--- src/rtl/tcam_pkg.sv ---
package tcam_pkg;

    // Write operation selected by the wr_load pin
    typedef enum logic {
        OP_INVALIDATE = 1'b0,
        OP_LOAD       = 1'b1
    } wr_op_e;

    // Default sizing of the classifier
    localparam int DEF_ENTRIES = 16;
    localparam int DEF_KEY_W   = 32;
    localparam int DEF_ACT_W   = 8;

    // Index width that never collapses to zero bits
    function automatic int idx_width(input int n);
        return (n > 1) ? $clog2(n) : 1;
    endfunction

endpackage

--- src/rtl/tcam_entry_array.sv ---
module tcam_entry_array
    import tcam_pkg::*;
#(
    parameter int N     = DEF_ENTRIES,
    parameter int KEY_W = DEF_KEY_W,
    localparam int IDX_W = idx_width(N)
) (
    input  logic             clk,
    input  logic             rst,
    input  logic             wr_en,
    input  wr_op_e           wr_op,
    input  logic [IDX_W-1:0] wr_idx,
    input  logic [KEY_W-1:0] wr_value,
    input  logic [KEY_W-1:0] wr_mask,
    input  logic [KEY_W-1:0] key,
    output logic [N-1:0]     hit_vec,
    output logic [N-1:0]     valid_vec
);

    for (genvar e = 0; e < N; e++) begin : g_slot
        logic [KEY_W-1:0] val_q;
        logic [KEY_W-1:0] care_q;
        logic             vld_q;
        logic             sel;

        assign sel = wr_en && (wr_idx == IDX_W'(e));

        always_ff @(posedge clk) begin
            if (rst) begin
                vld_q  <= 1'b0;
                val_q  <= '0;
                care_q <= '0;
            end else if (sel) begin
                vld_q <= (wr_op == OP_LOAD);
                if (wr_op == OP_LOAD) begin
                    val_q  <= wr_value;
                    care_q <= wr_mask;
                end
            end
        end

        // A bit mismatches only where it is cared for and differs
        assign hit_vec[e]   = vld_q && (((key ^ val_q) & care_q) == '0);
        assign valid_vec[e] = vld_q;
    end

endmodule

--- src/rtl/tcam_prio_enc.sv ---
module tcam_prio_enc
    import tcam_pkg::*;
#(
    parameter int N = DEF_ENTRIES,
    localparam int IDX_W = idx_width(N)
) (
    input  logic [N-1:0]     req,
    output logic             any,
    output logic [IDX_W-1:0] idx
);

    // Scan from the top so the lowest set bit is the last assignment
    always_comb begin
        any = 1'b0;
        idx = '0;
        for (int i = N - 1; i >= 0; i--) begin
            if (req[i]) begin
                any = 1'b1;
                idx = IDX_W'(i);
            end
        end
    end

endmodule

--- src/rtl/tcam_action_ram.sv ---
module tcam_action_ram
    import tcam_pkg::*;
#(
    parameter int N     = DEF_ENTRIES,
    parameter int ACT_W = DEF_ACT_W,
    localparam int IDX_W = idx_width(N)
) (
    input  logic             clk,
    input  logic             rst,
    input  logic             wr_en,
    input  logic [IDX_W-1:0] wr_idx,
    input  logic [ACT_W-1:0] wr_data,
    input  logic [IDX_W-1:0] rd_idx,
    output logic [ACT_W-1:0] rd_data
);

    logic [ACT_W-1:0] mem_q [N];

    always_ff @(posedge clk) begin
        if (rst) begin
            for (int i = 0; i < N; i++) mem_q[i] <= '0;
        end else if (wr_en) begin
            mem_q[wr_idx] <= wr_data;
        end
    end

    assign rd_data = mem_q[rd_idx];

endmodule

--- src/rtl/tcam_classifier.sv ---
module tcam_classifier
    import tcam_pkg::*;
#(
    parameter int               NUM_ENTRIES = DEF_ENTRIES,
    parameter int               KEY_W       = DEF_KEY_W,
    parameter int               ACT_W       = DEF_ACT_W,
    parameter logic [ACT_W-1:0] DEFAULT_ACT = '1,
    localparam int              IDX_W       = idx_width(NUM_ENTRIES)
) (
    input  logic             clk,
    input  logic             rst,
    input  logic             wr_en,
    input  logic             wr_load,
    input  logic [IDX_W-1:0] wr_idx,
    input  logic [KEY_W-1:0] wr_value,
    input  logic [KEY_W-1:0] wr_mask,
    input  logic [ACT_W-1:0] wr_action,
    input  logic             lk_valid,
    input  logic [KEY_W-1:0] lk_key,
    output logic             res_valid,
    output logic             res_hit,
    output logic [IDX_W-1:0] res_idx,
    output logic [ACT_W-1:0] res_action
);

    wr_op_e                 wr_op;
    logic [NUM_ENTRIES-1:0] hit_vec;
    logic [NUM_ENTRIES-1:0] ent_valid;
    logic                   any_hit;
    logic [IDX_W-1:0]       win_idx;
    logic [ACT_W-1:0]       act_rd;

    // Stage 1 registers: compare and priority pick
    logic                   s1_valid;
    logic                   s1_hit;
    logic [IDX_W-1:0]       s1_idx;

    assign wr_op = wr_load ? OP_LOAD : OP_INVALIDATE;

    tcam_entry_array #(.N(NUM_ENTRIES), .KEY_W(KEY_W)) u_array (
        .clk       (clk),
        .rst       (rst),
        .wr_en     (wr_en),
        .wr_op     (wr_op),
        .wr_idx    (wr_idx),
        .wr_value  (wr_value),
        .wr_mask   (wr_mask),
        .key       (lk_key),
        .hit_vec   (hit_vec),
        .valid_vec (ent_valid)
    );

    tcam_prio_enc #(.N(NUM_ENTRIES)) u_prio (
        .req (hit_vec),
        .any (any_hit),
        .idx (win_idx)
    );

    tcam_action_ram #(.N(NUM_ENTRIES), .ACT_W(ACT_W)) u_actions (
        .clk     (clk),
        .rst     (rst),
        .wr_en   (wr_en && (wr_op == OP_LOAD)),
        .wr_idx  (wr_idx),
        .wr_data (wr_action),
        .rd_idx  (s1_idx),
        .rd_data (act_rd)
    );

    always_ff @(posedge clk) begin
        if (rst) begin
            s1_valid <= 1'b0;
            s1_hit   <= 1'b0;
            s1_idx   <= '0;
        end else begin
            s1_valid <= lk_valid;
            s1_hit   <= lk_valid && any_hit;
            s1_idx   <= (lk_valid && any_hit) ? win_idx : '0;
        end
    end

    // Stage 2 registers: action read and result
    always_ff @(posedge clk) begin
        if (rst) begin
            res_valid  <= 1'b0;
            res_hit    <= 1'b0;
            res_idx    <= '0;
            res_action <= DEFAULT_ACT;
        end else begin
            res_valid  <= s1_valid;
            res_hit    <= s1_hit;
            res_idx    <= s1_idx;
            res_action <= s1_hit ? act_rd : DEFAULT_ACT;
        end
    end

endmodule

--- config.mk ---
export PLATFORM = sky130hd
export DESIGN_NAME = tcam_classifier
export DESIGN_NICKNAME = d
export VERILOG_FILES = /design/src/rtl/tcam_pkg.sv /design/src/rtl/tcam_entry_array.sv /design/src/rtl/tcam_prio_enc.sv /design/src/rtl/tcam_action_ram.sv /design/src/rtl/tcam_classifier.sv
export SDC_FILE = /design/constraint.sdc
export NUM_CORES = 2
export LEC_CHECK = 0
export BUFFER_PORTS_ARGS = -buffer_cell sky130_fd_sc_hd__buf_2
export CORE_UTILIZATION = 35
export CTS_BUF_LIST = sky130_fd_sc_hd__clkbuf_16
export DETAILED_ROUTE_END_ITERATION = 10
export HOLD_SLACK_MARGIN = 0.15
export PLACE_DENSITY_LB_ADDON = 0.2
export SYNTH_ARGS = -nofsm -noshare
export SYNTH_HDL_FRONTEND = slang
export SYNTH_SLANG_ARGS = --single-unit
--- constraint.sdc ---
create_clock -name clk -period 5.2 [get_ports clk]
set_input_delay 0.52 -clock clk [delete_from_list [all_inputs] [get_ports clk]]
set_output_delay 0.52 -clock clk [all_outputs]
set_load 0.02 [all_outputs]
# ---- Word level (Yosys, flattened, before mapping)
# Memories as Yosys holds them, arrays and structs flattened. A register that Yosys moved wholly into a read port is not among the register bits.
# Cells that the tools add are included.
dict set report totals {
  latchBits 0
  out_inout_bits 14
  ramBits 128
  romBits 0
  n_memories 1
  reg_bits 1052
  word_cells 220
}
dict set report op_classes {
  mux 40
  shift 0
  order_cmp 0
  addsub 0
  n_eq_ne 15
  multipliers 0
  bitwise 34
  n_div 0
  reduce_logical 73
}
# memory depth word_bits read_ports rd_clocked_by_memory_dff wr line
set mem_list {}
lappend mem_list {u_actions.mem_q 16 8 1 1 16 tcam_action_ram.sv:17} ;# logic [ACT_W-1:0] mem_q [N];
# operator count
set op_table {}
lappend op_table {{32-bit AND} 16}
lappend op_table {{32-bit logical NOT} 16}
lappend op_table {{32-bit bitwise XOR} 16}
lappend op_table {{4-bit 2-to-1 mux} 9}
lappend op_table {{1-bit logical AND} 34}
lappend op_table {{4-bit == test, second input constant} 8}
lappend op_table {{2-bit AND reduction} 16}
lappend op_table {{1-bit 2-to-1 mux} 24}
lappend op_table {{4-bit by 3-bit == test with 1-bit output, second input constant} 4}
lappend op_table {{3-bit 2-to-1 mux} 4}
lappend op_table {{10-bit OR reduction} 1}
lappend op_table {{4-bit by 2-bit == test with 1-bit output, second input constant} 2}
lappend op_table {{8-bit 2-to-1 mux} 1}
lappend op_table {{8-bit OR reduction} 1}
lappend op_table {{6-bit OR reduction} 1}
lappend op_table {{4-bit by 1-bit == test with 1-bit output, second input constant} 1}
lappend op_table {{4-bit logical NOT} 1}
lappend op_table {{2-bit 2-to-1 mux} 2}
lappend op_table {{4-bit OR reduction} 1}
lappend op_table {{3-bit OR reduction} 1}
lappend op_table {{1-bit NOT} 2}
lappend op_table {{2-bit OR reduction} 1}

# ---- Depth between registers and ports, before layout
dict set report depth {
  depth_word 23
  depth_mapped 11
  depth_no_buf 9
}

# ---- Modules after synthesis
# A second synthesis with hierarchy kept.
dict set report hier_totals {
  cells_unflattened 6029
  hier_area_um2 50056.8
}
# mod seq_area_each_um2 cells_per_inst area_per_inst_um2 instances
set by_module_without_submodules {}
lappend by_module_without_submodules {tcam_entry_array 20820.0 5578 43430.4 1}
lappend by_module_without_submodules {tcam_action_ram 3843.7 375 5861.9 1}
lappend by_module_without_submodules {tcam_classifier 400.4 43 585.6 1}
lappend by_module_without_submodules {tcam_prio_enc 0.0 33 178.9 1}

# ---- Least setup slack after synthesis
# OpenSTA, ideal clock, no wires.
dict set report synth_path {
  path_type {input port to flip-flop}
  start {input port wr_idx[0]}
  end {memory u_actions.mem_q[4][0] (netlist name) (enable)}
  arrival_time_ns 2.095
  n_path_buf 4
  path_slack_ns 2.780
  path_stages 8
  path_cell_list {clkbuf_1 > or3b_2 > clkbuf_1 > nor2_1 > nor2_1 > clkbuf_1 > clkbuf_1 > inv_1}
}
# item line
set synth_lines {}
lappend synth_lines {{start: declaration} tcam_classifier.sv:14} ;# input logic [IDX_W-1:0] wr_idx,
lappend synth_lines {{end: declaration} tcam_action_ram.sv:17}

# ---- Final worst setup path
dict set report layout_path {
  start {input port lk_key[29]}
  end {register s1_idx[0]}
}
dict set report layout_between {
  elab_chain_len 23
  elab_cells_between_ends 98
}
# item line
set layout_rtl {}
lappend layout_rtl {{start: declaration} tcam_classifier.sv:19} ;# input logic [KEY_W-1:0] lk_key,
lappend layout_rtl {{32-bit bitwise XOR} tcam_entry_array.sv:43} ;# assign hit_vec[e] = vld_q && (((key ^ val_q) & care_q) == '0);
lappend layout_rtl {{32-bit AND} tcam_entry_array.sv:43}
lappend layout_rtl {{32-bit logical NOT} tcam_entry_array.sv:43}
lappend layout_rtl {{1-bit logical AND} tcam_entry_array.sv:43}
lappend layout_rtl {{1-bit 2-to-1 mux (16 in a row)} tcam_prio_enc.sv:17} ;# if (req[i]) begin
lappend layout_rtl {{1-bit logical AND} tcam_classifier.sv:77} ;# s1_idx <= (lk_valid && any_hit) ? win_idx : '0;
lappend layout_rtl {{1-bit NOT (no line)} n/a}
lappend layout_rtl {{3-bit OR reduction (no line)} n/a}
lappend layout_rtl {{end signal: assignment} tcam_classifier.sv:77}
lappend layout_rtl {{end: declaration} tcam_classifier.sv:36} ;# logic [IDX_W-1:0] s1_idx;
# Parallel ways exist; a longest one is shown, timed or not.
# A chain may end at the register's enable or synchronous reset.

==> results by stage <==
Run status:
- The flow ran to the end, and the final reports show no timing, DRC or antenna violations.

Global routing:
- The via count of the first global-routing pass is 31.3k.
- The first global-routing pass estimated 257000 µm of wire.
- The initial antenna violation count is 21.
- The largest net degree at the start of global routing is 73.
- The overall track demand over capacity in global routing is 27.7%.
- The aggregate global routing overflow is 0.

Worst hold path:
- The origin of the worst min-delay path is wr_idx[3].
- The worst min-delay path category is in2reg.

Timing:
- The count of endpoints failing hold in the final timing report was 0.
- The post-route fraction of the period consumed by the critical path is 57.6%.
- Derived from the worst setup path, the maximum achievable clock frequency is 0.334 GHz.
- The final max-slew violation count is 0.
- Across the routed clock network, the largest skew measured is 0.0213 ns.
- The final worst-path setup slack is 2.21 ns.
- The max-slew headroom at the worst pin is 18.6%.
- Setup violations remaining at the end of the flow were counted as 0.
- The final critical delay including setup and external delays is 2.99 ns.
- Setup repair after global routing left no endpoint under its margin.
- Setup total negative slack on the finished layout was measured at 0 ns.
- At the pin with the least slew margin, the transition time is 1.22 ns.

CTS:
- The H-tree was split into 3 levels.
- The number of hold buffers added after cts is 0.
- The clock buffer count from CTS is 118.
- The longest clock path from root to sink contains 3 buffers.
- The clock root buffer master is clkbuf_16.
- The clock sink total is 1188.
- The insertion delay of the later-clocked pin in the worst-skew pair is 0.73 ns.
- TritonCTS built the clock tree.
- Once the clock tree was built, the resizer swapped 0 gates to a different size.
- The post-CTS setup buffer count is 0.
- The clock-pin slew of the registers on the worst-case setup and hold paths is 0.06 ns.

Job:
- The max-capacitance violation count is 0.

Synth:
- The post-synthesis register bit count is 1188.
- The count of cell types in the netlist is 45.
- The number of enable flip-flop cells after synthesis is 128.
- Counting every instance in the synthesized netlist gives 3861.
- In the synthesized netlist the async set-or-reset flop fraction comes to 0%.
- The number of nets in the synthesized netlist is 3974.
- The netlist area before placement is 45400 µm².
- The post-synthesis sequential area ratio is 55.2%.
- The most used flip-flop cell after synthesis is dfxtp_1.
- During synthesis, Yosys emitted a total of 0 warnings.
- After synthesis, the mean cell area works out to 11.8 µm².

Critical path:
- The number of buffers and inverters on the critical path is 2.
- The worst-path cell with the longest stage delay is buf_2.
- The data arrival time of the critical path is 3.60 ns.
- The signal on the critical path passes through buf_2 -> buf_4 -> xor2_1 -> a22oi_1 -> nand4_1 -> nor3_1 -> nand4_1 -> nand3_1 -> nor4_1 -> a311oi_1.
- The critical path's most frequent cell is nand4_1.
- The kind of cell with the highest combined delay along the critical path is simple AND/OR/NAND/NOR gates.
- The startpoint of the most critical register-to-register path is u_array.g_slot[2].val_q[27].
- The worst setup path startpoint is lk_key[29].
- The required time at the endpoint of the critical path is 5.81 ns.
- The setup path with the least slack is of type in2reg.
- The peak per-stage delay on the critical path is 0.64 ns.
- STA classifies the critical path startpoint as an input pin.
- The peak fanout along the critical path is 12.
- STA classifies the critical path endpoint as a register.

Pwr:
- The worst-case IR drop observed on VDD is 327 µV.
- Power spread over the standard cell area amounts to 371 nW/µm².
- The leakage power of the design is 20.8 nW.

Floorplanning:
- The die is 362 µm tall.
- The floorplan row count is 131.
- 127 I/O pins were placed.
- The die width is 362 µm.
- The die covers 131000 µm².
- For this configuration, the core starts out at a cell density of 35.4%.
- The floorplan core area is 128000 µm².

Place:
- The global placement routability congestion is 0.938.
- Prior to clock tree synthesis, the placed netlist has a worst setup slack of 1.57 ns.
- The count of placed standard cells including taps is 5367.
- The number of I/O port buffers is 126.
- After legalization and detailed placement, the total HPWL measured 119000 µm.

Layout:
- After the flow finishes, the layout carries non-filler instances totaling 5597.
- The final-layout fill cell count is 12.2k.
- The number of nets in the finished design is 3871.
- The post-route netlist has 12.2% of its cells at a drive strength greater than 1.
- The area growth from synthesis to final layout is 12.7%.

Drt:
- Detailed routing inserted a total of 33.6k vias.
- The initial DRC count is 4385.
- The average wire per cell in the routed design is 33.3 µm.
- The first-pass iteration count of the detailed router is 6.
- The routed wire length is 186000 µm.
- The total DRC errors in the routed layout is 0.
- After detailed routing, the number of vias per cell comes to 6.01.
- In this run the remaining antenna-violating nets after routing total 0.
area by class of cell:
class                   count  area [µm²]  share of cell area [%]
diodes                      8        20.0                  0.0391
clock buffers             121        3030                    5.92
clock inverters           101         618                    1.21
inverters                  19        71.3                   0.139
multi-input cells        2210       18700                    36.5
flip-flops and latches   1188       25100                    49.0
well taps                1729        2160                    4.23
repair buffers            221        1490                    2.92
Yosys cell counts, drive strengths merged, types with 19 or more instances:
library cell,n,area [µm²]
dfxtp,1060,21200
a22o,1054,9230
xor2,512,4490
clkbuf,305,1140
a22oi,167,1260
buf,139,644
and2,129,807
edfxtp,128,3840
nor2,68,255
nand4,56,350
nand2,45,169
mux4,40,901
a221oi,30,263
a21oi,19,95.1
inv,19,71.3
state kept, by name (all words and copies together), names as in the netlist:
register               cells
u_array.g_slot.val_q     512
u_array.g_slot.vld_q      16
s1_hit                     1
res_idx                    4
s1_idx                     4
s1_valid                   1
u_actions.mem_q          128
res_hit                    1
res_valid                  1
res_action                 8
u_array.g_slot.care_q    512
cells by family (layout without fill, tap and decap cells):
| kind of cell | count (synthesis) | in the layout | synth area share, % |
|---|---|---|---|
| AOI/OAI and AO/OA | 1296 | 1296 | 24.4 |
| xor gates and xnor gates | 512 | 512 | 9.90 |
| buffers and inverters | 463 | 462 | 4.10 |
| DFF | 1188 | 1188 | 55.2 |
| muxes | 40 | 40 | 1.99 |
| other | 0 | 8 | 0 |
| and+or+nand+nor | 362 | 362 | 4.35 |
stage by stage:
step / util [%] / area [µm²] / hold WS [ns] / total power, mW
finish: 40.0 / 51100 / 0.207 / 19.0
global route: 39.9 / 51100 / 0.202 / 19.5
CTS: 39.9 / 51100 / 0.153 / 19.0
detailed placement: 37.1 / 47500 / 0.446 / 10.9
global placement: 37.1 / 47500 / 0.445 / 10.9
floorplan: - / 45400 / 0.414 / 10.2
routing by layer:
metal	routed length (µm)	global-route usage (%)	vias up
met2	82600	42.4	1781
met1	79600	38.1	17306
met4	8320	11.4	6
met3	15900	5.45	361
li1	-	-	14175
met5	40	0	-
tightest hold or removal path: cells and delay by family:
kind / cells / cell delay (ns)
compound gates: 1 / 0.06
simple gates: 2 / 0.16
buf+inv: 1 / 0.16
cells in the final DEF, fill, tap and decap left out, types with 2 or more instances in the layout:
master / instances
mux4_2: 40
bufinv_16: 6
and2_1: 129
a222oi_1: 16
inv_2: 4
buf_12: 12
and3b_1: 2
nor2b_1: 9
nor3_1: 14
inv_4: 3
clkinv_2: 29
diode_2: 8
nand3_1: 11
nor2_1: 36
buf_4: 83
inv_6: 3
buf_2: 126
nand3b_1: 2
inv_1: 44
clkbuf_16: 121
a21oi_1: 19
nand2b_1: 9
nor2_4: 32
a22oi_1: 166
clkinv_1: 28
xor2_1: 511
nand2_1: 45
dfxtp_1: 1059
nand4_1: 56
clkinv_4: 2
a22o_1: 1054
a221oi_1: 30
edfxtp_1: 128
and3_1: 10
power breakdown:
part / switching, mW / internal [mW]
clock network: 3.79 / 4.49
logic: 1.00 / 0.264
registers: 0.0604 / 9.37
total: 4.85 / 14.1
worst paths after layout:
path	to	slack (ns)	cells after the start
min	u_array.g_slot[15].vld_q	0.21	4
max	s1_idx[0]	2.21	10
min reg2reg	res_valid	0.45	1
max reg2reg	s1_idx[0]	2.39	8
Power figures use the tool's default switching activity.
